File: config.mk
export PLATFORM = sky130hd
export DESIGN_NAME = tirq_router
export DESIGN_NICKNAME = d
export VERILOG_FILES = /design/src/rtl/tirq_pkg.sv /design/src/rtl/tirq_chan.sv /design/src/rtl/tirq_legacy.sv /design/src/rtl/tirq_linemap.sv /design/src/rtl/tirq_router.sv
export SDC_FILE = /design/constraint.sdc
export NUM_CORES = 1
export LEC_CHECK = 0
export BUFFER_PORTS_ARGS = -buffer_cell sky130_fd_sc_hd__clkbuf_2
export CAP_MARGIN = 20
export CORE_ASPECT_RATIO = 2
export CORE_MARGIN = 2
export CORE_UTILIZATION = 44
export CTS_BUF_LIST = sky130_fd_sc_hd__clkbuf_4 sky130_fd_sc_hd__clkbuf_8
export CTS_CLUSTER_SIZE = 10
export DETAILED_ROUTE_END_ITERATION = 8
export GPL_TIMING_DRIVEN = 1
export PLACE_DENSITY = 0.79
export SYNTH_ARGS = -nofsm -noshare
export SYNTH_HDL_FRONTEND = slang
export SYNTH_SLANG_ARGS = --single-unit
File: constraint.sdc
create_clock -name clk -period 1.4 [get_ports clk]
set_input_delay 0.07 -clock clk [delete_from_list [all_inputs] [get_ports clk]]
set_output_delay 0.07 -clock clk [all_outputs]
set_load 0.01 [all_outputs]
File: src/rtl/tirq_pkg.sv
package tirq_pkg;

    typedef enum logic [1:0] {
        CH_IDLE  = 2'd0,
        CH_HELD  = 2'd1,
        CH_PULSE = 2'd2
    } ch_state_e;

    typedef enum logic {
        LG_NORMAL  = 1'b0,
        LG_REPLACE = 1'b1
    } lg_state_e;

endpackage

File: src/rtl/tirq_chan.sv
module tirq_chan
    import tirq_pkg::*;
(
    input  logic clk,
    input  logic rst_n,
    input  logic expire_i,
    input  logic level_i,
    input  logic ch_en_i,
    input  logic glb_en_i,
    input  logic clr_i,
    output logic sts_o,
    output logic pulse_o
);

    ch_state_e state_q;
    ch_state_e state_d;
    logic      live;

    assign live = ch_en_i && glb_en_i;

    always_comb begin
        state_d = state_q;
        if (!live) begin
            state_d = CH_IDLE;                            // KILL
        end else if (expire_i) begin
            state_d = level_i ? CH_HELD : CH_PULSE;       // FIRE_LEVEL / FIRE_EDGE
        end else begin
            unique case (state_q)
                CH_IDLE:  state_d = CH_IDLE;
                CH_HELD:  state_d = clr_i ? CH_IDLE : CH_HELD;   // ACK
                CH_PULSE: state_d = CH_IDLE;                      // PULSE_END
                default:  state_d = CH_IDLE;
            endcase
        end
    end

    always_ff @(posedge clk) begin
        if (!rst_n) state_q <= CH_IDLE;
        else        state_q <= state_d;
    end

    always_comb begin
        sts_o   = (state_q == CH_HELD);
        pulse_o = (state_q == CH_PULSE);
    end

    AST_LEVEL_SETS: assert property (@(posedge clk) disable iff (!rst_n)
        (expire_i && level_i && live) |=> sts_o);
    AST_PULSE_ORIGIN: assert property (@(posedge clk) disable iff (!rst_n)
        pulse_o |-> $past(expire_i && !level_i));
    AST_KILL: assert property (@(posedge clk) disable iff (!rst_n)
        !live |=> (!sts_o && !pulse_o));
    AST_ACK: assert property (@(posedge clk) disable iff (!rst_n)
        (sts_o && clr_i && !expire_i) |=> !sts_o);
    AST_SET_WINS: assert property (@(posedge clk) disable iff (!rst_n)
        (sts_o && clr_i && expire_i && level_i && live) |=> sts_o);

endmodule

File: src/rtl/tirq_legacy.sv
module tirq_legacy
    import tirq_pkg::*;
(
    input  logic clk,
    input  logic rst_n,
    input  logic legacy_i,
    input  logic pit_i,
    input  logic rtc_i,
    output logic legacy_o,
    output logic pit_en_o,
    output logic pit_lvl_o,
    output logic rtc_lvl_o
);

    lg_state_e state_q;
    lg_state_e state_d;
    logic      pit_q;
    logic      rtc_q;

    always_comb begin
        state_d = state_q;
        unique case (state_q)
            LG_NORMAL:  if (legacy_i)  state_d = LG_REPLACE;  // ENTER
            LG_REPLACE: if (!legacy_i) state_d = LG_NORMAL;   // LEAVE
            default:    state_d = LG_NORMAL;
        endcase
    end

    always_ff @(posedge clk) begin
        if (!rst_n) begin
            state_q <= LG_NORMAL;
            pit_q   <= 1'b0;
            rtc_q   <= 1'b0;
        end else begin
            state_q <= state_d;
            pit_q   <= pit_i;
            rtc_q   <= rtc_i;   // tracked in every state
        end
    end

    always_comb begin
        legacy_o  = (state_q == LG_REPLACE);
        pit_en_o  = (state_q == LG_NORMAL);
        pit_lvl_o = pit_q;
        rtc_lvl_o = rtc_q;
    end

    AST_PIT_EN_LOW: assert property (@(posedge clk) disable iff (!rst_n)
        legacy_i |=> !pit_en_o);
    AST_PIT_EN_HIGH: assert property (@(posedge clk) disable iff (!rst_n)
        !legacy_i |=> pit_en_o);

endmodule

File: src/rtl/tirq_linemap.sv
module tirq_linemap #(
    parameter int N        = 4,
    parameter int RW       = 5,
    parameter int LEG0     = 0,
    parameter int LEG1     = 8,
    parameter int LOW_BASE = 16,
    localparam int NL      = 1 << RW
) (
    input  logic [N-1:0]    act_i,
    input  logic [N*RW-1:0] route_i,
    input  logic            legacy_i,
    input  logic            pit_i,
    input  logic            rtc_i,
    output logic [NL-1:0]   irq_o
);

    logic [NL-1:0] hit;

    always_comb begin
        hit = '0;
        for (int c = 0; c < N; c++) begin
            logic [RW-1:0] eff;
            eff = route_i[c*RW +: RW];
            if (legacy_i && c == 0)      eff = RW'(LEG0);
            else if (legacy_i && c == 1) eff = RW'(LEG1);
            if (act_i[c]) hit[eff] = 1'b1;
        end
        if (!legacy_i) begin
            hit[LEG0] = hit[LEG0] | pit_i;
            hit[LEG1] = hit[LEG1] | rtc_i;
        end
    end

    for (genvar l = 0; l < NL; l++) begin : g_pol
        if (l >= LOW_BASE) begin : g_low
            assign irq_o[l] = ~hit[l];
        end else begin : g_high
            assign irq_o[l] = hit[l];
        end
    end

endmodule

File: src/rtl/tirq_router.sv
module tirq_router #(
    parameter int N        = 4,
    parameter int RW       = 5,
    parameter int LEG0     = 0,
    parameter int LEG1     = 8,
    parameter int LOW_BASE = 16,
    localparam int NL      = 1 << RW
) (
    input  logic            clk,
    input  logic            rst_n,
    input  logic            glb_en_i,
    input  logic            legacy_i,
    input  logic [N-1:0]    ch_en_i,
    input  logic [N-1:0]    ch_level_i,
    input  logic [N*RW-1:0] ch_route_i,
    input  logic [N-1:0]    expire_i,
    input  logic            sts_wr_i,
    input  logic [N-1:0]    sts_wdata_i,
    input  logic            pit_i,
    input  logic            rtc_i,
    output logic [N-1:0]    sts_o,
    output logic [NL-1:0]   irq_o,
    output logic            pit_en_o
);

    localparam logic LEG0_ON = (LEG0 >= LOW_BASE) ? 1'b0 : 1'b1;

    logic [N-1:0]  sts;
    logic [N-1:0]  pulse;
    logic          legacy;
    logic          pit_lvl;
    logic          rtc_lvl;
    logic [NL-1:0] idle_mask;

    for (genvar c = 0; c < N; c++) begin : g_ch
        tirq_chan u_ch (
            .clk      (clk),
            .rst_n    (rst_n),
            .expire_i (expire_i[c]),
            .level_i  (ch_level_i[c]),
            .ch_en_i  (ch_en_i[c]),
            .glb_en_i (glb_en_i),
            .clr_i    (sts_wr_i && sts_wdata_i[c]),
            .sts_o    (sts[c]),
            .pulse_o  (pulse[c])
        );
    end

    tirq_legacy u_leg (
        .clk       (clk),
        .rst_n     (rst_n),
        .legacy_i  (legacy_i),
        .pit_i     (pit_i),
        .rtc_i     (rtc_i),
        .legacy_o  (legacy),
        .pit_en_o  (pit_en_o),
        .pit_lvl_o (pit_lvl),
        .rtc_lvl_o (rtc_lvl)
    );

    tirq_linemap #(
        .N(N), .RW(RW), .LEG0(LEG0), .LEG1(LEG1), .LOW_BASE(LOW_BASE)
    ) u_map (
        .act_i    (sts | pulse),
        .route_i  (ch_route_i),
        .legacy_i (legacy),
        .pit_i    (pit_lvl),
        .rtc_i    (rtc_lvl),
        .irq_o    (irq_o)
    );

    assign sts_o = sts;

    for (genvar l = 0; l < NL; l++) begin : g_idle
        assign idle_mask[l] = (l >= LOW_BASE);
    end

    AST_LEG0_PINNED: assert property (@(posedge clk) disable iff (!rst_n)
        (legacy && sts[0]) |-> (irq_o[LEG0] == LEG0_ON));
    AST_IDLE_LEVELS: assert property (@(posedge clk) disable iff (!rst_n)
        (sts == '0 && pulse == '0 && !pit_lvl && !rtc_lvl) |-> (irq_o == idle_mask));

endmodule

==> flow_summary_export.csv, run 1 <==
group,metric,value,unit
critical_path,regToRegEndpoint,"g_ch[3].u_ch.state_q[0]$_SDFF_PN0_",
status,violations,"negative setup slack",
cells_and_area,syn2layout_area_growth,72.65,%
critical_path,arrival,1.79,ns
sta,skew,0.0001897,ns
power,p_per_area,386.2,mW/mm^2
cells_and_area,instances_no_fill,373,
routing,drt_wl_total,7613,um
power,total_power,0.001134,W
critical_path,r2r_slack,0.61,ns
status,status,"finished with violations",
logic_synthesis,yosysTopAreaCellShare,12.94,%
critical_path,reg2regPathDepth,3,
cells_and_area,post-route-util,78.06,%
worst_hold_path,hold_class,"input port to flop",
power,cellLeakagePower,1.106,nW
routing,ant_nets,0,
sta,max_slew_margin,53.09,%
place,routabilityCongestion,0.9596,
logic_synthesis,synth_edf_count,0,
clock_tree,cts_root_buf,"clkbuf_8",
logic_synthesis,synth_top_cells_by_area,"dfxtp_1 (13%), nor3b_1 (6.2%), nand3b_1 (5.3%)",
sta,period_minus_slack,1.862,ns
routing,drt_iter0_drc,142,
clock_tree,clock_latency,0.24,ns
run,drv_cap,0,
sta,rsz0062_at_grt,"true",
critical_path,required,1.33,ns
critical_path,endpoint,"irq_o[9]",
sta,setup_viol,32,
sta,maxSlewViolCount,0,
sta,hold_viol_final,0,
sta,fmaxAchievable,537.2,MHz
clock_tree,cts_max_path_buffers,2,
floorplan,die_w,47.98,um
clock_tree,cts_tree,"built",
place,dpl-instance-area,0.002431,sq mm
clock_tree,cts_sinks,11,
logic_synthesis,seq_area_frac_synth,12.94,%
global_routing,grt_max_degree,24,
floorplan,ios,80,
routing,vias,2525,
cells_and_area,mostFrequentLayoutCells,"clkbuf_2 (60), buf_4 (26), buf_2 (19)",
floorplan,die_y,91.95,um
global_routing,grt_antenna_before_repair,0,
logic_synthesis,syn_area,0.001702,sq mm
clock_tree,numCtsBuffers,3,
logic_synthesis,synth-async-reset-ratio,0,%
global_routing,grt_pass1_wl,10400,um
routing,via_per_inst,6.769,
place,dp_hpwl,4928,um
power,peakVddDrop,0.0008631,V
cells_and_area,antenna_cells,0,
floorplan,initial_core_util,45.21,%
critical_path,end_kind,"primary output",
logic_synthesis,syn_inst,216,
clock_tree,h-tree-depth,1,
global_routing,grt_remaining_overflow,0,
place,port_buffers,79,
worst_hold_path,hp-start,"ch_level_i[0]",
critical_path,critical_path.max_fanout,5,
logic_synthesis,syn_nets,263,
sta,fin_ws,-0.4617,ns
critical_path,cp-startpoint,"g_ch[0].u_ch.state_q[1]$_SDFF_PN0_",
logic_synthesis,synth.avg_cell_area,7.878,sq um
critical_path,worstSetupPathType,"flop to primary output",
floorplan,die-area,0.004411,sq mm
sta,tightest_slew,0.7022,ns
global_routing,grt_pass1_vias,2288,
routing,wl_per_cell,20.41,um
critical_path,r2r_start,"g_ch[3].u_ch.state_q[0]$_SDFF_PN0_",
routing,firstDrtPassIters,5,
critical_path,critPathLaunchType,"flop",
cells_and_area,drive_above_1_share,62.42,%
sta,period_share,133.0,%
clock_tree,clk_pin_slew_worst_paths,0.05,ns
routing,drc_errors,0,
place,placedCellCount,360,
floorplan,coreArea,0.003764,sq mm
logic_synthesis,synth_seq_cells,11,
logic_synthesis,ys_warn_count,0,
logic_synthesis,synth.largest_area_cell,"dfxtp_1",
logic_synthesis,synthDistinctLibCells,44,
cells_and_area,final_common_cell,"clkbuf_2",
logic_synthesis,synth_ff_type,"dfxtp_1",
floorplan,rows,32,
sta,fin_setup_tns,-11.26,ns
cells_and_area,design_area,0.002938,sq mm
global_routing,grt_use_total,31.35,%
cells_and_area,final_nets,370,
## critical path, cell delays in order, from the launching register on
cell	delay, ns
dfxtp_2	0.31
inv_2	0.04
ha_4	0.25
nor4b_4	0.33
buf_4	0.19
a222oi_1	0.08
o21ai_1	0.19
buf_2	0.17
## per-layer routing
| layer | wire length (um) | GRT usage, % | vias to the layer above |
|---|---|---|---|
| met5 | 0 | 0 | - |
| met4 | 364 | 14.41 | 0 |
| met3 | 631 | 7.087 | 42 |
| met2 | 3847 | 50.11 | 183 |
| met1 | 2769 | 37.39 | 1199 |
| li1 | - | - | 1101 |
## per-stage QoR
stage | hold WS, ns | worst slack, ns
6_report | 0.004566 | -0.4617
3_5_place_dp | 0.2572 | -0.2278
4_1_cts | 0.003815 | -0.4159
5_1_grt | 0.01336 | -0.4934
3_3_place_gp | 0.2475 | -0.1756
2_1_floorplan | 0.1458 | 0.00001754
## Yosys cell counts, drive strengths merged, types with 2 or more instances
library cell   n
and2           3
ha             4
clkbuf         4
nand2         15
a221o          4
a22o           2
o22ai         14
o211ai         5
nand2b         2
a221oi        10
nor2          15
o221ai         4
buf            9
nor3           7
o21bai         2
o21ai          3
nor4b          9
and4bb         3
o21ba          2
inv            6
a22oi         11
dfxtp         11
and3b          3
a21oi          4
nor2b          2
o2bb2ai        4
a211oi         8
or3b           6
nor3b         14
nand3          7
nand3b        12
or3            3
or4b           2
## worst min-delay path by stage
stage                                          to  cells past startpoint
6_report       g_ch[0].u_ch.state_q[1]$_SDFF_PN0_                      2
4_1_cts        g_ch[1].u_ch.state_q[1]$_SDFF_PN0_                      2
2_1_floorplan  g_ch[0].u_ch.state_q[1]$_SDFF_PN0_                      1
5_1_grt        g_ch[0].u_ch.state_q[1]$_SDFF_PN0_                      2
3_3_place_gp   g_ch[3].u_ch.state_q[1]$_SDFF_PN0_                      2
3_5_place_dp   g_ch[2].u_ch.state_q[1]$_SDFF_PN0_                      2
## report_power, final
part / switching [W] / leakage [nW] / total [W] / internal (W)
clock network: 0.000119 / 0.0262 / 0.000338 / 0.000219
logic: 0.000260 / 0.986 / 0.000466 / 0.000206
registers: 0.00000762 / 0.0938 / 0.000330 / 0.000322
total: 0.000387 / 1.11 / 0.00113 / 0.000748
## cells by family (layout without fill, tap and decap cells)
family / Yosys count / in the layout / synth area share, %
flip-flops: 11 / 11 / 12.94
buffers and inverters: 19 / 125 / 6.102
AND/OR/NAND/NOR: 108 / 108 / 44.93
adder cells (fa/ha/maj): 4 / 4 / 2.941
AO/OA/AOI/OAI: 74 / 74 / 33.09
## repair_timing
action | in CTS | in global routing
hold buffers | 1 | 1
resized for setup | 56 | 35
pin swaps | 24 | 11
endpoints found under the setup margin | 32 | 32
endpoints found under the hold margin | 1 | 1
setup buffers | 2 | 4
gates cloned | 0 | 2
## layout make-up
class | count | area (sq um)
Clock buffer | 4 | 48.80
Sequential cell | 11 | 232.7
Timing Repair Buffer | 115 | 758.2
Multi-Input combinational cell | 186 | 1812
Inverter | 6 | 22.52
Tap cell | 51 | 63.81
Fill cell | 274 | 825.8
## registers in the layout, indices dropped and copies added (netlist names)
register / count
g_ch.u_ch.state_q: 8
u_leg.legacy_o: 1
u_leg.pit_lvl_o: 1
u_leg.rtc_lvl_o: 1
Note: power is estimated with default switching activity, not from simulation.
==> run 2: changes to the inputs <==
Settings changed: MAX_ROUTING_LAYER set to met4.
==> flow_summary_export.csv, run 2 (synthesis gave the netlist of run 1 again) <==
group,metric,value,unit
routing,drt_iter0_drc,142,
floorplan,die_y,91.95,um
sta,fin_ws,-0.4319,ns
power,p_int,0.0007455,W
clock_tree,cts_tree,"built",
status,status,"finished with violations",
floorplan,die-area,0.004411,sq mm
critical_path,arrival,1.76,ns
global_routing,grt_pass1_wl,11150,um
power,clkPwrFrac,29.7,%
floorplan,rows,32,
cells_and_area,final_nets,371,
clock_tree,cts_sinks,11,
cells_and_area,mostFrequentLayoutCells,"clkbuf_2 (66), buf_4 (24), nand2_1 (15)",
floorplan,coreArea,0.003764,sq mm
power,p_per_area,376.9,mW/mm^2
cells_and_area,top_register,"g_ch.u_ch.state_q",
power,cellLeakagePower,1.106,nW
sta,fmaxAchievable,545.9,MHz
clock_tree,cts_max_path_buffers,2,
cells_and_area,instances_no_fill,374,
critical_path,critical_path.max_fanout,7,
global_routing,grt_use_total,33.90,%
power,power_frac_comb,41.1,%
critical_path,r2r_slack,0.58,ns
clock_tree,cts_root_buf,"clkbuf_8",
routing,drt_wl_total,7342,um
global_routing,grt_max_degree,13,
sta,skew,0.00009615,ns
sta,setup_viol,32,
sta,fin_setup_tns,-11.27,ns
routing,via_per_inst,6.631,
floorplan,die_w,47.98,um
cells_and_area,largest_reg_flops,8,
clock_tree,clock_latency,0.24,ns
floorplan,ios,80,
cells_and_area,antenna_cells,0,
floorplan,initial_core_util,45.21,%
place,placedCellCount,360,
power,power.net_switching,0.0003782,W
sta,period_minus_slack,1.832,ns
clock_tree,h-tree-depth,1,
power,p_sw_share,33.66,%
sta,tightest_slew,0.6519,ns
routing,vias,2480,
clock_tree,clk_pin_slew_worst_paths,0.05,ns
place,routabilityCongestion,1.003,
power,total_power,0.001124,W
global_routing,grt_remaining_overflow,0,
place,dp_hpwl,4971,um
sta,period_share,130.8,%
critical_path,critPathLaunchType,"flop",
sta,maxSlewViolCount,0,
cells_and_area,fillers,262,
critical_path,required,1.33,ns
place,port_buffers,79,
sta,max_slew_margin,56.44,%
global_routing,grt_pass1_vias,2488,
routing,drc_errors,0,
routing,ant_nets,0,
cells_and_area,multi_input_area,0.001846,sq mm
cells_and_area,seq_area,230.2,sq um
sta,rsz0062_at_grt,"true",
sta,hold_viol_final,0,
routing,firstDrtPassIters,5,
run,drv_cap,0,
routing,wl_per_cell,19.63,um
critical_path,worstSetupPathType,"flop to primary output",
power,peakVddDrop,0.0008697,V
critical_path,end_kind,"primary output",
cells_and_area,drive_above_1_share,64.09,%
cells_and_area,syn2layout_area_growth,75.22,%
status,violations,"negative setup slack",
worst_hold_path,hold_class,"input port to flop",
cells_and_area,final_common_cell,"clkbuf_2",
global_routing,grt_antenna_before_repair,0,
power,seqPwrFrac,29.2,%
clock_tree,numCtsBuffers,3,
run 2: cell types whose count changed in the layout (fill, tap and decap cells not counted), moves of 3 or more:
cell | before | now
a22oi_2 | 3 | 6
o22ai_4 | 3 | 0
buf_6 | 2 | 6
a22oi_1 | 8 | 5
o22ai_2 | 6 | 9
buf_2 | 19 | 13
a211oi_1 | 5 | 2
clkbuf_2 | 60 | 66
a211oi_2 | 3 | 6
run 2: final cells by class:
| type | instances | share of cell area, % |
|---|---|---|
| Multi-Input combinational cell | 186 | 61.90 |
| Sequential cell | 11 | 7.721 |
| Tap cell | 51 | 2.140 |
| Clock buffer | 4 | 1.637 |
| Inverter | 6 | 0.7554 |
| Timing Repair Buffer | 116 | 25.85 |
run 2: final timing paths:
path / startpoint / endpoint / cells past startpoint
setup / recovery: g_ch[1].u_ch.state_q[0]$_SDFF_PN0_ / irq_o[10] / 4
hold / removal: ch_level_i[0] / g_ch[0].u_ch.state_q[1]$_SDFF_PN0_ / 2
setup reg to reg: g_ch[3].u_ch.state_q[0]$_SDFF_PN0_ / g_ch[3].u_ch.state_q[0]$_SDFF_PN0_ / 3
hold reg to reg: g_ch[1].u_ch.state_q[0]$_SDFF_PN0_ / g_ch[1].u_ch.state_q[0]$_SDFF_PN0_ / 3
run 2: critical path, stage by stage, from the launching register on:
cell and delay (ns):
dfxtp_2 0.32, ha_4 0.26, or4b_4 0.54, o211ai_1 0.22, buf_2 0.18
run 2: repair_timing:
action | CTS | global route
gates cloned | 1 | 0
endpoints found under the hold margin | 1 | 1
resized for setup | 69 | 25
pin swaps | 27 | 11
buffers inserted | 3 | 5
endpoints found under the setup margin | 32 | 32
hold buffers | 1 | 1
run 2: power by group through the flow:
| stage | Combinational (W) | Clock (W) | Sequential, W |
|---|---|---|---|
| 6_report | 0.000462 | 0.000334 | 0.000328 |
| 5_1_grt | 0.000490 | 0.000364 | 0.000328 |
| 4_1_cts | 0.000418 | 0.000343 | 0.000330 |
| 3_5_place_dp | 0.000360 | 0 | 0.000333 |
| 3_3_place_gp | 0.000351 | 0 | 0.000333 |
| 2_1_floorplan | 0.000187 | 0 | 0.000333 |
run 2: stage by stage:
stage	worst slack [ns]	util, %	hold slack, ns	instance area (sq um)
finish	-0.4319	79.22	0.001930	2982
global route	-0.4811	79.22	0.0001872	2982
CTS	-0.4165	75.86	0.0001234	2855
detailed placement	-0.2182	64.59	0.2540	2431
global placement	-0.1768	64.59	0.2480	2431
floorplan	0.00001754	-	0.1458	1832
run 2: layer usage:
layer,GRT usage [%],up-vias,part of all wire (%)
met5,-,-,0
met4,15.32,0,4.2
met3,4.724,43,8.1
met2,54.89,178,51
met1,38.94,1154,37
li1,-,1105,-
